==> src/rtl/aes_colmix_pkg.sv <==
package aes_colmix_pkg;
  localparam int BYTE_W = 8;
  localparam int SLOTS  = 4;
  localparam int CNT_W  = $clog2(SLOTS);

  typedef logic [BYTE_W-1:0] byte_t;

  // multiply by x modulo x^8+x^4+x^3+x+1
  function automatic byte_t gf_x2(byte_t a);
    return {a[6:0], 1'b0} ^ {3'b000, a[7], a[7], 1'b0, a[7], a[7]};
  endfunction
endpackage

==> src/rtl/aes_colmix_terms.sv <==
module aes_colmix_terms
  import aes_colmix_pkg::*;
(
  input  byte_t                        x_i,
  input  logic                         inv_i,
  output logic [SLOTS-1:0][BYTE_W-1:0] term_o
);
  byte_t x2, x4, x8;

  assign x2 = gf_x2(x_i);
  assign x4 = gf_x2(x2);
  assign x8 = gf_x2(x4);

  // slot terms: fwd {1,1,3,2}, inv {9,d,b,e}
  always_comb begin
    if (inv_i) begin
      term_o[0] = x8 ^ x_i;
      term_o[1] = x8 ^ x4 ^ x_i;
      term_o[2] = x8 ^ x2 ^ x_i;
      term_o[3] = x8 ^ x4 ^ x2;
    end else begin
      term_o[0] = x_i;
      term_o[1] = x_i;
      term_o[2] = x2 ^ x_i;
      term_o[3] = x2;
    end
  end
endmodule

==> src/rtl/aes_colmix_ring.sv <==
module aes_colmix_ring
  import aes_colmix_pkg::*;
(
  input  logic                         clk_i,
  input  logic                         rst_ni,
  input  logic                         load_i,
  input  logic [SLOTS-1:0][BYTE_W-1:0] term_i,
  output logic [SLOTS-1:0][BYTE_W-1:0] acc_o
);
  for (genvar i = 0; i < SLOTS; i++) begin : g_slot
    localparam int NXT = (i + 1) % SLOTS;

    always_ff @(posedge clk_i or negedge rst_ni) begin
      if (!rst_ni)     acc_o[i] <= '0;
      else if (load_i) acc_o[i] <= term_i[i];
      else             acc_o[i] <= term_i[i] ^ acc_o[NXT];
    end

    // a strobe drops any partial sum
    a_r5_slot_reload: assert property (@(posedge clk_i) disable iff (!rst_ni)
      load_i |=> acc_o[i] == $past(term_i[i]));
  end
endmodule

==> src/rtl/aes_colmix_ctrl.sv <==
module aes_colmix_ctrl
  import aes_colmix_pkg::*;
(
  input  logic clk_i,
  input  logic rst_ni,
  input  logic start_i,
  input  logic dir_i,
  output logic inv_sel_o,
  output logic valid_o
);
  logic [CNT_W-1:0] cnt_q;
  logic             busy_q;
  logic             dir_q;

  assign inv_sel_o = start_i ? dir_i : dir_q;

  always_ff @(posedge clk_i or negedge rst_ni) begin
    if (!rst_ni) begin
      cnt_q   <= '0;
      busy_q  <= 1'b0;
      dir_q   <= 1'b0;
      valid_o <= 1'b0;
    end else if (start_i) begin
      cnt_q   <= CNT_W'(1);
      busy_q  <= 1'b1;
      dir_q   <= dir_i;
      valid_o <= 1'b0;
    end else begin
      valid_o <= 1'b0;
      if (busy_q) begin
        cnt_q <= cnt_q + 1'b1;
        if (cnt_q == CNT_W'(SLOTS - 1)) begin
          busy_q  <= 1'b0;
          valid_o <= 1'b1;
        end
      end
    end
  end

  a_r3_valid_single: assert property (@(posedge clk_i) disable iff (!rst_ni)
    valid_o |=> !valid_o);

  a_r6_dir_hold: assert property (@(posedge clk_i) disable iff (!rst_ni)
    !start_i |=> $stable(dir_q));

  a_r5_count_restart: assert property (@(posedge clk_i) disable iff (!rst_ni)
    start_i |=> (cnt_q == CNT_W'(1)) && busy_q && !valid_o);
endmodule

==> src/rtl/aes_colmix.sv <==
module aes_colmix
  import aes_colmix_pkg::*;
(
  input  logic       clk_i,
  input  logic       rst_ni,
  input  logic [7:0] byte_i,
  input  logic       start_i,
  input  logic       dir_i,
  output logic [7:0] col0_o,
  output logic [7:0] col1_o,
  output logic [7:0] col2_o,
  output logic [7:0] col3_o,
  output logic       valid_o
);
  logic                         inv_sel;
  logic [SLOTS-1:0][BYTE_W-1:0] term;
  logic [SLOTS-1:0][BYTE_W-1:0] acc;

  aes_colmix_ctrl u_ctrl (
    .clk_i     (clk_i),
    .rst_ni    (rst_ni),
    .start_i   (start_i),
    .dir_i     (dir_i),
    .inv_sel_o (inv_sel),
    .valid_o   (valid_o)
  );

  aes_colmix_terms u_terms (
    .x_i    (byte_i),
    .inv_i  (inv_sel),
    .term_o (term)
  );

  aes_colmix_ring u_ring (
    .clk_i  (clk_i),
    .rst_ni (rst_ni),
    .load_i (start_i),
    .term_i (term),
    .acc_o  (acc)
  );

  assign col0_o = acc[0];
  assign col1_o = acc[1];
  assign col2_o = acc[2];
  assign col3_o = acc[3];

  // coefficients of each direction XOR to 01
  a_r1_term_sum: assert property (@(posedge clk_i) disable iff (!rst_ni)
    (term[0] ^ term[1] ^ term[2] ^ term[3]) == byte_i);

  // valid only four edges after a strobe with none since
  a_r3_valid_after_four: assert property (@(posedge clk_i) disable iff (!rst_ni)
    valid_o |-> $past(start_i, 4) && !$past(start_i, 3) &&
                !$past(start_i, 2) && !$past(start_i, 1));
endmodule

==> config.mk <==
export PLATFORM = sky130hd
export DESIGN_NAME = aes_colmix
export DESIGN_NICKNAME = d
export VERILOG_FILES = /design/src/rtl/aes_colmix_pkg.sv /design/src/rtl/aes_colmix_terms.sv /design/src/rtl/aes_colmix_ring.sv /design/src/rtl/aes_colmix_ctrl.sv /design/src/rtl/aes_colmix.sv
export SDC_FILE = /design/constraint.sdc
export NUM_CORES = 1
export LEC_CHECK = 0
export ABC_AREA = 1
export BUFFER_PORTS_ARGS = -buffer_cell sky130_fd_sc_hd__buf_2
export CAP_MARGIN = 20
export CORE_AREA = 2 2 77 79
export DETAILED_ROUTE_END_ITERATION = 16
export DIE_AREA = 0 0 79 81
export PLACE_DENSITY = 0.8
export SLEW_MARGIN = 20
export SYNTH_ARGS = -nofsm -noshare
export SYNTH_HDL_FRONTEND = slang
export SYNTH_SLANG_ARGS = --single-unit
==> constraint.sdc <==
create_clock -name clk_i -period 1.07 [get_ports clk_i]
set_input_delay 0.2675 -clock clk_i [delete_from_list [all_inputs] [get_ports clk_i]]
set_output_delay 0.2675 -clock clk_i [all_outputs]
set_load 0.005 [all_outputs]
After elaboration in Yosys (flattened, before gate mapping)
Cells that the tools add are included.

Latch bits: 0. Input bits: 12. Memories: 0. Output and inout port bits: 33. Register bits: 37. Memory bits (read-only): 0. RAM bits: 0. Logic and storage cells: 39.

Div/mod/pow operators: 0. Multiplexer cells: 14. Shifts and indexed selects: 0. Add/subtract/negate cells: 1. Reduce and logical (&&, ||, !) cells: 1. $lt $le $gt $ge: 0. Equality and inequality tests: 1. Multipliers: 0. Bitwise gates (word level): 14.

Operator list (count): $xor 8x8->8 (11); $mux 32 (1); $mux 8 (4); $xor 8x5->8 (3); $mux 1 (7); $mux 2 (2); $add 2x1->2 const B (1); $eq 2x2->1 const B (1); $reduce_bool 2->1 (1).

Logic depth before layout (Yosys ltp)
Gate-level depths: netlist of run 1.

Word-level depth: 8. Gate-level depth with buffers: 12. Mapped depth without buffers: 10.

Cells and area by module
Synthesis of run 1 repeated with hierarchy kept, for this count alone.

Cells, all modules: 405. Area total of the unflattened synthesis: 2681.3 um^2.

Modules (own cells, without submodules): aes_colmix_ring (area each 1635.3 um^2, times used 1, cells each 231, seq. area each 800.8 um^2); aes_colmix_terms (area each 840.8 um^2, times used 1, cells each 152, seq. area each 0.0 um^2); aes_colmix_ctrl (area each 205.2 um^2, times used 1, cells each 22, seq. area each 125.1 um^2).

Least setup slack after synthesis of run 1
OpenSTA, ideal clock, no wires.

Kind: in2reg. From: input byte_i[5]. To: register u_ring.acc_o[12] in the netlist's numbering. Setup time: 0.113 ns. Slack: -0.121 ns. Arrival time: 1.078 ns. Buffers on the path: 1. Data required time: 0.957 ns. Stages on the path: 11. Cells stage by stage: buf_4 > inv_4 > nand2_1 > nand2_2 > nand2_1 > nand2_1 > nand2_2 > nand2_2 > nand2_1 > nand2_1 > inv_1.

Word-level cells in the longest chain between the ends: 8.

RTL lines: from (decl) (line aes_colmix.sv:6) `input logic [7:0] byte_i,`; $xor 8x5->8 * (3 in a row) (line aes_colmix_pkg.sv:10) `return {a[6:0], 1'b0} ^ {3'b000, a[7], a[7], 1'b0, a[7], a[7]};`; $xor 8x8->8 * (2 in a row) (line aes_colmix_terms.sv:18) `term_o[1] = x8 ^ x4 ^ x_i;`; $mux 32 * (line aes_colmix_terms.sv:16) `if (inv_i) begin`; $xor 8x8->8 (line aes_colmix_ring.sv:16) `else acc_o[i] <= term_i[i] ^ acc_o[NXT];`; $mux 8 * (line aes_colmix_ring.sv:15) `else if (load_i) acc_o[i] <= term_i[i];`; to (signal, indexed assignment) (line aes_colmix_ring.sv:15); to (signal, indexed assignment) (line aes_colmix_ring.sv:16); to (decl) (line aes_colmix_ring.sv:8) `output logic [SLOTS-1:0][BYTE_W-1:0] acc_o`.

Every way passes the cells marked *; elsewhere a longest branch is shown, timed or not. A chain may end at the register's enable or synchronous reset.

Final worst setup path of run 1
From: register u_ctrl.dir_q. To: register u_ring.acc_o[25] in the netlist's numbering.

Word-level cells in the longest chain between the ends: 4.

RTL lines: from (decl) (line aes_colmix_ctrl.sv:13) `logic dir_q;`; from (signal assigned) (line aes_colmix_ctrl.sv:26) `dir_q <= dir_i;`; $mux 1 *; $mux 32 * (line aes_colmix_terms.sv:16); $xor 8x8->8 (line aes_colmix_ring.sv:16); $mux 8 * (line aes_colmix_ring.sv:15).

Marks and branches as above.

==> metrics.yaml, run 1 <==
run_status:
  status: "finished with violations"
  violations: "setup timing"
place:
  gp_congestion: 0.8295
  place_ws_ps: -291.9
  numPortBuffers: 44
  dp_hpwl_um: 4270
worst_setup_path:
  reg2reg_slack_ps: -150
  path_class: "reg -> reg"
  cp.required_ps: 1270
  critical_path.startpoint_type: "flip-flop"
  critPathArrivalTime_ps: 1420
  crit_fanout: 6
  end_kind: "flip-flop"
cts:
  path_clk_slew_ps: 80
  cts_root_buf: "clkbuf_8"
  cts_buffers: 5
  cts_tree: "built"
  cts_sinks: 37
  clockBufferDepth: 2
  insertion_delay_ps: 300
  h-tree-depth: 2
final_layout:
  seqCellArea_um2: 925.9
  num_antenna_cells: 0
  fin_util_pct: 58.91
  nFillCells: 505
  nets: 401
  multi_input_area_mm2: 0.001430
  area_growth_pct: 36.96
  drive_gt1_share_pct: 41.39
sta:
  worst_slack_ps: -149.9
  finalSetupTns_ps: -2885
  finalCriticalPeriod_ps: 1220
  fin_crit_sh_pct: 114.0
  relSlewSlack_pct: 74.62
  final_hold_viol_count: 0
  slew_viol_final: 0
  timing.hold.ws_ps: 270.2
  rsz0062_at_grt: "yes"
  finClkSkew_ps: 8.833
  finalSetupViolCount: 45
  worst_pin_slew_ps: 379.4
  max_freq_mhz: 819.7
grt:
  antenna_found_initial: 0
  grt_pass1_wl_um: 9680
  grt_pass1_vias: 2227
  globalRouteOverflowTotal: 0
  grt_max_degree: 38
  grtUsageTotal_pct: 19.54
drt:
  wl_per_cell_um: 12.73
  drc: 0
  ant_nets: 0
  drt_iter0_drc: 57
  drt-pass1-iter-count: 4
  vias_per_cell: 4.713
  vias: 2187
  wirelength_um: 5908
synth:
  syn_nets: 313
  yosysUniqueCellTypes: 26
  synth_edf_count: 0
  avgSynthCellArea_um2: 8.137
  ys_seq_area_share_pct: 37.93
  syn-cell-area_mm2: 0.002441
  synth_top_flop_cell: "dfrtp_1"
  synthCells: 300
  synth-async-reset-ratio_pct: 100.0
  ys_ff_latch: 37
  ys.warnings.count: 0
floorplanning:
  core_mm2: 0.005675
  die_h_um: 81
  die_x_um: 79
  die_area_mm2: 0.006399
  num_rows: 28
  initial_core_util_pct: 43.01
  io_pins: 45
job:
  maxCapViolations: 0
pwr:
  leakagePower_nw: 1.774
  p_total_mw: 5.416
  ir_worst_vdd_uv: 708.2
  p_per_area_mw_per_mm2: 1620
min_path:
  holdCritPathClass: "in -> reg"
-- registers in the layout, indices dropped and copies added (netlist names) --
name,flops
u_ctrl.cnt_q,2
u_ctrl.valid_o,1
u_ring.acc_o,32
u_ctrl.busy_q,1
u_ctrl.dir_q,1
-- report_power, final --
| group | leakage (nW) | switching, mW | internal (mW) | total, mW |
|---|---|---|---|---|
| sequential | 0.432 | 0.224 | 1.82 | 2.04 |
| clock | 0.0554 | 0.527 | 0.700 | 1.23 |
| combinational | 1.29 | 1.14 | 1.01 | 2.15 |
-- placed cells by master (no fill, tap or decap), drive strengths merged --
cell type    instances
buf                 87
dfrtp               37
clkinv               1
a21oi                1
xor2                54
inv                 42
dlygate4sd3          1
nand3b               2
o21ai                2
nand3               22
clkbuf               6
nor2                 6
xnor2                4
nand4                1
bufinv               1
nand2              121
ha                   1
-- final timing paths --
kind,from,end,depth (start not counted)
worst min-delay path,start_i,u_ctrl.valid_o,3
max in group asynchronous,rst_ni,u_ring.acc_o[3],3
worst max register to register,u_ctrl.dir_q,u_ring.acc_o[25],6
min in group asynchronous,rst_ni,u_ctrl.valid_o,3
worst max-delay path,u_ctrl.dir_q,u_ring.acc_o[25],6
worst min register to register,u_ctrl.cnt_q[1],u_ctrl.cnt_q[1],2
-- Yosys cell counts (2+ instances only) --
cell,count,area (um^2)
nand2_1,94,352.8
xor2_1,53,464.2
dfrtp_1,37,925.9
inv_1,34,127.6
nand2_2,20,125.1
nand3_1,19,95.09
nand2_4,6,67.56
inv_2,5,18.77
nor2_1,4,15.01
xnor2_1,4,35.03
buf_4,3,22.52
inv_4,3,18.77
buf_2,2,10.01
buf_6,2,22.52
nand3_2,2,20.02
nand3b_1,2,15.01
-- area by class of cell --
class                      instances  area share [%]
multi-input combinational        214           42.78
inverter                          42           5.165
tap                               75           2.807
clock inverter                     2           1.160
timing repair buffer              88           18.23
clock buffer                       6           2.171
sequential                        37           27.69
-- worst max-delay path: stages, from the launching register on --
cell and delay, ps:
dfrtp_1 410, nand2_4 130, nand2_8 90, buf_6 140, o21ai_2 110, xor2_1 170
inv_1 50
-- cells by family after synthesis --
family / Yosys count / synth area share, %
simple gates: 151 / 29.98
compound gates: 3 / 0.6145
buf+inv: 50 / 9.841
flops: 37 / 37.93
fa+ha+maj: 1 / 0.5125
xor+xnor: 58 / 21.12
-- layer usage --
| metal | wire [um] | part of all wire, % | track usage, % | up-vias |
|---|---|---|---|---|
| li1 | - | - | - | 1071 |
| met1 | 2441 | 41 | 22.72 | 1035 |
| met2 | 3056 | 52 | 34.66 | 59 |
| met3 | 211 | 3.6 | 3.556 | 22 |
| met4 | 199 | 3.4 | 9.828 | 0 |
| met5 | 0 | 0 | 0 | - |
-- timing repair --
action,CTS,global route
resized for setup,19,16
hold buffers,1,0
setup buffers,9,1
endpoints found under the setup margin,59,63
pin swaps,19,11
endpoints found under the hold margin,37,0
cloned,1,0
-- per-stage QoR --
step,std cells,area [um^2]
final,464,3343
after global placement,444,2993
after floorplan,300,2476
after global routing,464,3343
after CTS,463,3273
after detailed placement,444,2993
No activity file was read; power rests on OpenSTA's default activity.
==> run 2: changes to the inputs <==
MAX_ROUTING_LAYER = met4   (was not set)
PLACE_DENSITY = 0.68   (was 0.8)
==> run 2 against run 1 <==
Net effect:
- the run still ends with setup timing left
- critical path type unchanged
- clock power decreased by 18%
- power decreased by 5.0%
- critical endpoint unchanged
- global-route usage decreased by 0.65 points
- critical path depth unchanged
- sequential power about the same
- worst setup slack improved by 7.0 ps
==> metrics.yaml, run 2 (synthesis gave the netlist of run 1 again) <==
run_status:
  status: "finished with violations"
  violations: "setup timing"
sta:
  final_hold_viol_count: 0  # unchanged
  finalCriticalPeriod_ps: 1213  # -7.001 ps
  finalSetupTns_ps: -1829  # +1056 ps
  finClkSkew_ps: 12.82  # +3.988 ps
  fin_crit_sh_pct: 113.4  # -0.65 points
  max_freq_mhz: 824.4  # +0.58%
  rsz0062_at_grt: "yes"
  worst_slack_ps: -142.9  # +7.001 ps
  finalSetupViolCount: 35  # -22%
  worst_pin_slew_ps: 307.2  # -72.12 ps
  slew_viol_final: 0  # unchanged
  relSlewSlack_pct: 79.47  # +4.8 points
  timing.hold.ws_ps: 278.0  # +7.753 ps
worst_setup_path:
  critical_path.startpoint_type: "flip-flop"
  crit_path_start: "u_ctrl.dir_q"
  cp.depth: 6  # unchanged
  cp_slowest_stage_delay_ps: 400  # about the same
  crit_family: "flip-flops"
  cp_slowest_cell: "dfrtp_1"
  cp.required_ps: 1260  # about the same
  crit_fanout: 7  # +1
  critPathArrivalTime_ps: 1400  # -20 ps
  path_class: "reg -> reg"
  end_kind: "flip-flop"
  crit_buf_inv: 2  # unchanged
  reg2regPathDepth: 6  # unchanged
  reg2reg_slack_ps: -140  # about the same
  r2r-end: "u_ring.acc_o[25]"
  path_cells: "nand2_4, nand2_8, buf_6, o21ai_2, xor2_1, inv_1"
  critPathCapture: "u_ring.acc_o[25]"
  reg2reg_from: "u_ctrl.dir_q"
pwr:
  p_total_mw: 5.146  # -5.0%
  swShare_pct: 36.11  # +1.2 points
  p_sw_mw: 1.858  # -1.7%
  ir_worst_vdd_uv: 687.5  # -2.9%
  clkPwrFrac_pct: 19.5  # -3.1 points
  pwr-share-seq_pct: 39.8  # +2.1 points
  power_frac_comb_pct: 40.6  # +0.9 points
  leakagePower_nw: 1.755  # -1.1%
  p_int_mw: 3.288  # -6.8%
  p_per_area_mw_per_mm2: 1568  # -3.2%
grt:
  grt_pass1_wl_um: 9211  # -4.8%
  grtUsageTotal_pct: 18.89  # -0.65 points
  globalRouteOverflowTotal: 0  # unchanged
  grt_pass1_vias: 2080  # -6.6%
  antenna_found_initial: 0  # unchanged
  grt_max_degree: 38  # unchanged
final_layout:
  regMostFlops: "u_ring.acc_o"
  design_area_mm2: 0.003282  # -1.8%
  num_antenna_cells: 0  # unchanged
  layout.cells.non_filler: 467  # +0.65%
  final_cell_mix: "nand2_1, xor2_1, buf_2"
  largest_reg_flops: 32  # unchanged
  drive_gt1_share_pct: 40.31  # -1.1 points
  top_regs: "u_ring.acc_o (32), u_ctrl.cnt_q (2)"
  nFillCells: 539  # +6.7%
  nets: 404  # +0.75%
  area_growth_pct: 34.44
  fin_util_pct: 57.83  # -1.1 points
  layout_commonest_cell: "nand2_1"
floorplanning:
  core_mm2: 0.005675  # unchanged
  io_pins: 45  # unchanged
  die_h_um: 81  # unchanged
  initial_core_util_pct: 43.01  # unchanged
  die_area_mm2: 0.006399  # unchanged
  num_rows: 28  # unchanged
  die_x_um: 79  # unchanged
place:
  gp_congestion: 0.8321  # +0.31%
  place_ws_ps: -311.8  # -19.90 ps
  numPortBuffers: 44  # unchanged
  place_inst: 448  # +0.90%
  dp_hpwl_um: 4115  # -3.6%
  placed_cell_area_mm2: 0.002998  # +0.17%
cts:
  cts_buffers: 5  # unchanged
  cts_tree: "built"
  clockBufferDepth: 2  # unchanged
  h-tree-depth: 2  # unchanged
  cts_sinks: 37  # unchanged
  insertion_delay_ps: 290  # about the same
  cts_root_buf: "clkbuf_8"
  path_clk_slew_ps: 90  # about the same
drt:
  drc: 0  # unchanged
  drt-pass1-iter-count: 4  # unchanged
  vias: 2149  # -1.7%
  vias_per_cell: 4.602  # -2.4%
  ant_nets: 0  # unchanged
  wl_per_cell_um: 11.88  # -6.7%
  wirelength_um: 5546  # -6.1%
  drt_iter0_drc: 90  # +58%
min_path:
  holdCritPathClass: "in -> reg"
job:
  maxCapViolations: 0  # unchanged
run 2: cell count changes in the layout (fill, tap and decap cells not counted), sizes merged:
cell	change
buf	+3
inv	+1
clkinvlp	+1
clkbuf	-1
bufinv	-1
run 2: how the worst min path moves through the flow:
stage / slack [ps] / endpoint / cells past startpoint / startpoint
finish: 280 / u_ctrl.valid_o / 3 / start_i
global placement: 250 / u_ring.acc_o[25] / 2 / rst_ni
floorplan: -30 / u_ctrl.busy_q / 0 / rst_ni
CTS: 270 / u_ctrl.valid_o / 3 / start_i
global route: 290 / u_ctrl.valid_o / 3 / start_i
detailed placement: 250 / u_ring.acc_o[17] / 2 / rst_ni
run 2: layer usage:
layer,up-vias,track usage [%],wire length (um)
met4,0,5.345,65
met2,48,31.53,2739
met3,7,2.889,199
li1,1072,-,-
met5,-,-,0
met1,1022,24.07,2541
run 2: power groups by stage:
stage	logic [mW]	clock network [mW]	registers, mW
6_report	2.09	1.01	2.05
5_1_grt	2.36	1.11	2.10
4_1_cts	2.00	1.04	2.04
3_5_place_dp	1.87	0	2.08
3_3_place_gp	1.83	0	2.07
2_1_floorplan	1.11	0	2.10
run 2: final cells by class:
type                            count  area (um^2)  area share [%]
Timing Repair Buffer               91        603.1           18.38
Clock inverter                      3        21.27          0.6481
Sequential cell                    37        925.9           28.21
Multi-Input combinational cell    214         1396           42.55
Inverter                           42        172.7           5.261
Tap cell                           75        93.84           2.859
Clock buffer                        5        68.82           2.097
run 2: timing repair:
item / in CTS / in global routing
buffers inserted: 6 / 3
gates cloned: 1 / 0
gates resized for setup: 8 / 15
pin swaps: 5 / 7
setup endpoints to repair: 52 / 63
hold buffers: 1 / 0
hold endpoints to repair: 37 / 0
run 2: worst min-delay path, stage by stage:
cell and delay [ps]:
buf_2 130, buf_4 120, nor2_1 30
==> run 3: changes to the inputs <==
CELL_PAD_IN_SITES_DETAIL_PLACEMENT = 2   (was not set)
CELL_PAD_IN_SITES_GLOBAL_PLACEMENT = 2   (was not set)
CORE_AREA = 2 2 95 97   (was 2 2 77 79)
DIE_AREA = 0 0 97 99   (was 0 0 79 81)
PLACE_DENSITY = not set   (was 0.68)
PLACE_DENSITY_LB_ADDON = 0.1   (was not set)
==> run 3 against run 2 <==
Net effect:
- hold slack gained 3.0 ps
- flip-flop and latch count is the same
- the run still ends with setup timing left
- worst setup slack lost 31 ps
- via count grew 2.4%
- final area grew 2.9%
- power grew 2.1%
- wire length grew 31%
- cell count grew 8.4%
- register-to-register slack lost 30 ps
- largest power group unchanged
==> metrics.yaml, run 3 (synthesis gave the netlist of run 1 again) <==
run_status:
  status: "finished with violations"
  violations: "setup timing"
place:
  place_ws_ps: -370.2  # -58.43 ps
  place_inst: 483  # +7.8%
  dp_hpwl_um: 5506  # +34%
  numPortBuffers: 44  # unchanged
  gp_congestion: 0.7294  # -12%
sta:
  relSlewSlack_pct: 79.15  # -0.32 points
  slew_viol_final: 0  # unchanged
  worst_slack_ps: -174.3  # -31.31 ps
  finalSetupTns_ps: -3029  # -1200 ps
  timing.hold.ws_ps: 281.0  # +3.026 ps
  rsz0062_at_grt: "yes"
  finClkSkew_ps: 7.461  # -5.360 ps
  final_hold_viol_count: 0  # unchanged
  finalCriticalPeriod_ps: 1244  # +31.31 ps
  worst_pin_slew_ps: 312.0  # +4.779 ps
  fin_crit_sh_pct: 116.3  # +2.9 points
  max_freq_mhz: 803.7  # -2.5%
  finalSetupViolCount: 51  # +46%
worst_setup_path:
  end_kind: "flip-flop"
  cp_slowest_cell: "dfrtp_1"
  reg2reg_slack_ps: -170  # -30 ps
  critical_path.startpoint_type: "flip-flop"
  path_class: "reg -> reg"
  crit_fanout: 6  # -1
  path_cells: "nand2_4, nand2_8, buf_6, nand3_4, nand2_4, nand2_2, nand2_2, nand2_1, inv_1"
  cp.required_ps: 1260  # about the same
  cp_slowest_stage_delay_ps: 400  # about the same
  critPathArrivalTime_ps: 1430  # +30 ps
floorplanning:
  die_area_mm2: 0.009603  # +50%
  initial_core_util_pct: 28.55  # -14 points
  io_pins: 45  # unchanged
  num_rows: 34  # +21%
  die_x_um: 97  # +23%
  core_mm2: 0.008551  # +51%
  die_h_um: 99  # +22%
cts:
  cts_tree: "built"
  cts_buffers: 5  # unchanged
  clockBufferDepth: 2  # unchanged
  cts_sinks: 37  # unchanged
  cts_root_buf: "clkbuf_8"
  h-tree-depth: 2  # unchanged
  path_clk_slew_ps: 80  # about the same
  insertion_delay_ps: 290  # about the same
drt:
  vias: 2201  # +2.4%
  wirelength_um: 7248  # +31%
  vias_per_cell: 4.350  # -5.5%
  drt-pass1-iter-count: 3  # -1
  drt_iter0_drc: 43  # -52%
  ant_nets: 0  # unchanged
  wl_per_cell_um: 14.32  # +21%
  drc: 0  # unchanged
grt:
  grt-busiest-layer: "met2"
  use_met1_pct: 20.12  # -3.9 points
  globalRouteOverflowTotal: 0  # unchanged
  antenna_found_initial: 0  # unchanged
  met2_usage_pct: 28.74  # -2.8 points
  grtUsageTotal_pct: 16.44  # -2.5 points
  grt_max_degree: 38  # unchanged
  grt_pass1_wl_um: 12190  # +32%
  grt_pass1_vias: 2381  # +14%
  met3_usage_pct: 2.553  # -0.34 points
final_layout:
  nets: 410  # +1.5%
  top_regs: "u_ring.acc_o (32), u_ctrl.cnt_q (2)"
  fin_util_pct: 39.49  # -18 points
  num_antenna_cells: 0  # unchanged
  area_growth_pct: 38.34
  drive_gt1_share_pct: 39.70  # -0.61 points
  layout.cells.non_filler: 506  # +8.4%
  largest_reg_flops: 32  # unchanged
  layout_commonest_cell: "nand2_1"
  nFillCells: 1000  # +86%
  final_cell_mix: "nand2_1, xor2_1, buf_4"
  regMostFlops: "u_ring.acc_o"
job:
  maxCapViolations: 0  # unchanged
pwr:
  leakagePower_nw: 1.782  # +1.6%
  ir_worst_vdd_uv: 506.3  # -26%
  p_per_area_mw_per_mm2: 1555  # -0.80%
min_path:
  holdCritPathClass: "in -> reg"
run 3: cell count changes in the layout (fill, tap and decap cells not counted), sizes merged:
| cell | previous run | this run |
|---|---|---|
| clkbuf | 5 | 7 |
| clkinvlp | 1 | 2 |
| buf | 90 | 95 |
| inv | 43 | 42 |
| clkinv | 1 | 0 |
run 3: critical path, delay by kind of cell (launching register included):
kind | cells | cell delay (ps)
buffers and inverters | 2 | 170
AND/OR/NAND/NOR | 7 | 550
flip-flops | 1 | 400
run 3: final timing paths:
path | start | end | cells after the start
max in group asynchronous | rst_ni | u_ring.acc_o[7] | 3
worst max-delay path | u_ctrl.dir_q | u_ring.acc_o[13] | 9
worst max register to register | u_ctrl.dir_q | u_ring.acc_o[13] | 9
min in group asynchronous | rst_ni | u_ring.acc_o[6] | 3
worst min register to register | u_ctrl.cnt_q[1] | u_ctrl.cnt_q[1] | 2
worst min-delay path | start_i | u_ctrl.valid_o | 3
run 3: metal layers:
layer | vias to the layer above | share of wire, %
met2 | 28 | 52
met4 | 0 | 0.95
met5 | - | 0
li1 | 1076 | -
met1 | 1092 | 44
met3 | 5 | 2.6
run 3: cell type report:
type                    count  area (um^2)  share of cell area (%)
multi-input cells         214         1409                   41.72
flip-flops and latches     37        925.9                   27.42
repair buffers             97        646.9                   19.16
inverters                  42        172.7                   5.113
well taps                 108        135.1                   4.001
clock buffers               6        72.57                   2.149
clock inverters             2        15.01                  0.4446
run 3: stage by stage:
step / cell area, um^2 / power [mW]
after floorplan: 2476 / 3.208
after global placement: 3054 / 3.982
after detailed placement: 3054 / 4.071
after CTS: 3269 / 5.278
after global routing: 3377 / 5.717
final: 3377 / 5.253
run 3: timing repair:
action	CTS	global route
setup buffers	8	5
gates resized for setup	10	12
endpoints found under the hold margin	37	0
pin swaps	11	6
endpoints found under the setup margin	62	65
hold buffers	1	0
cloned	1	0
run 3: power by group:
part | leakage [nW] | total [mW] | switching [mW] | internal, mW
combinational | 1.31 | 2.17 | 1.14 | 1.03
sequential | 0.432 | 2.06 | 0.241 | 1.82
clock | 0.0374 | 1.03 | 0.566 | 0.460
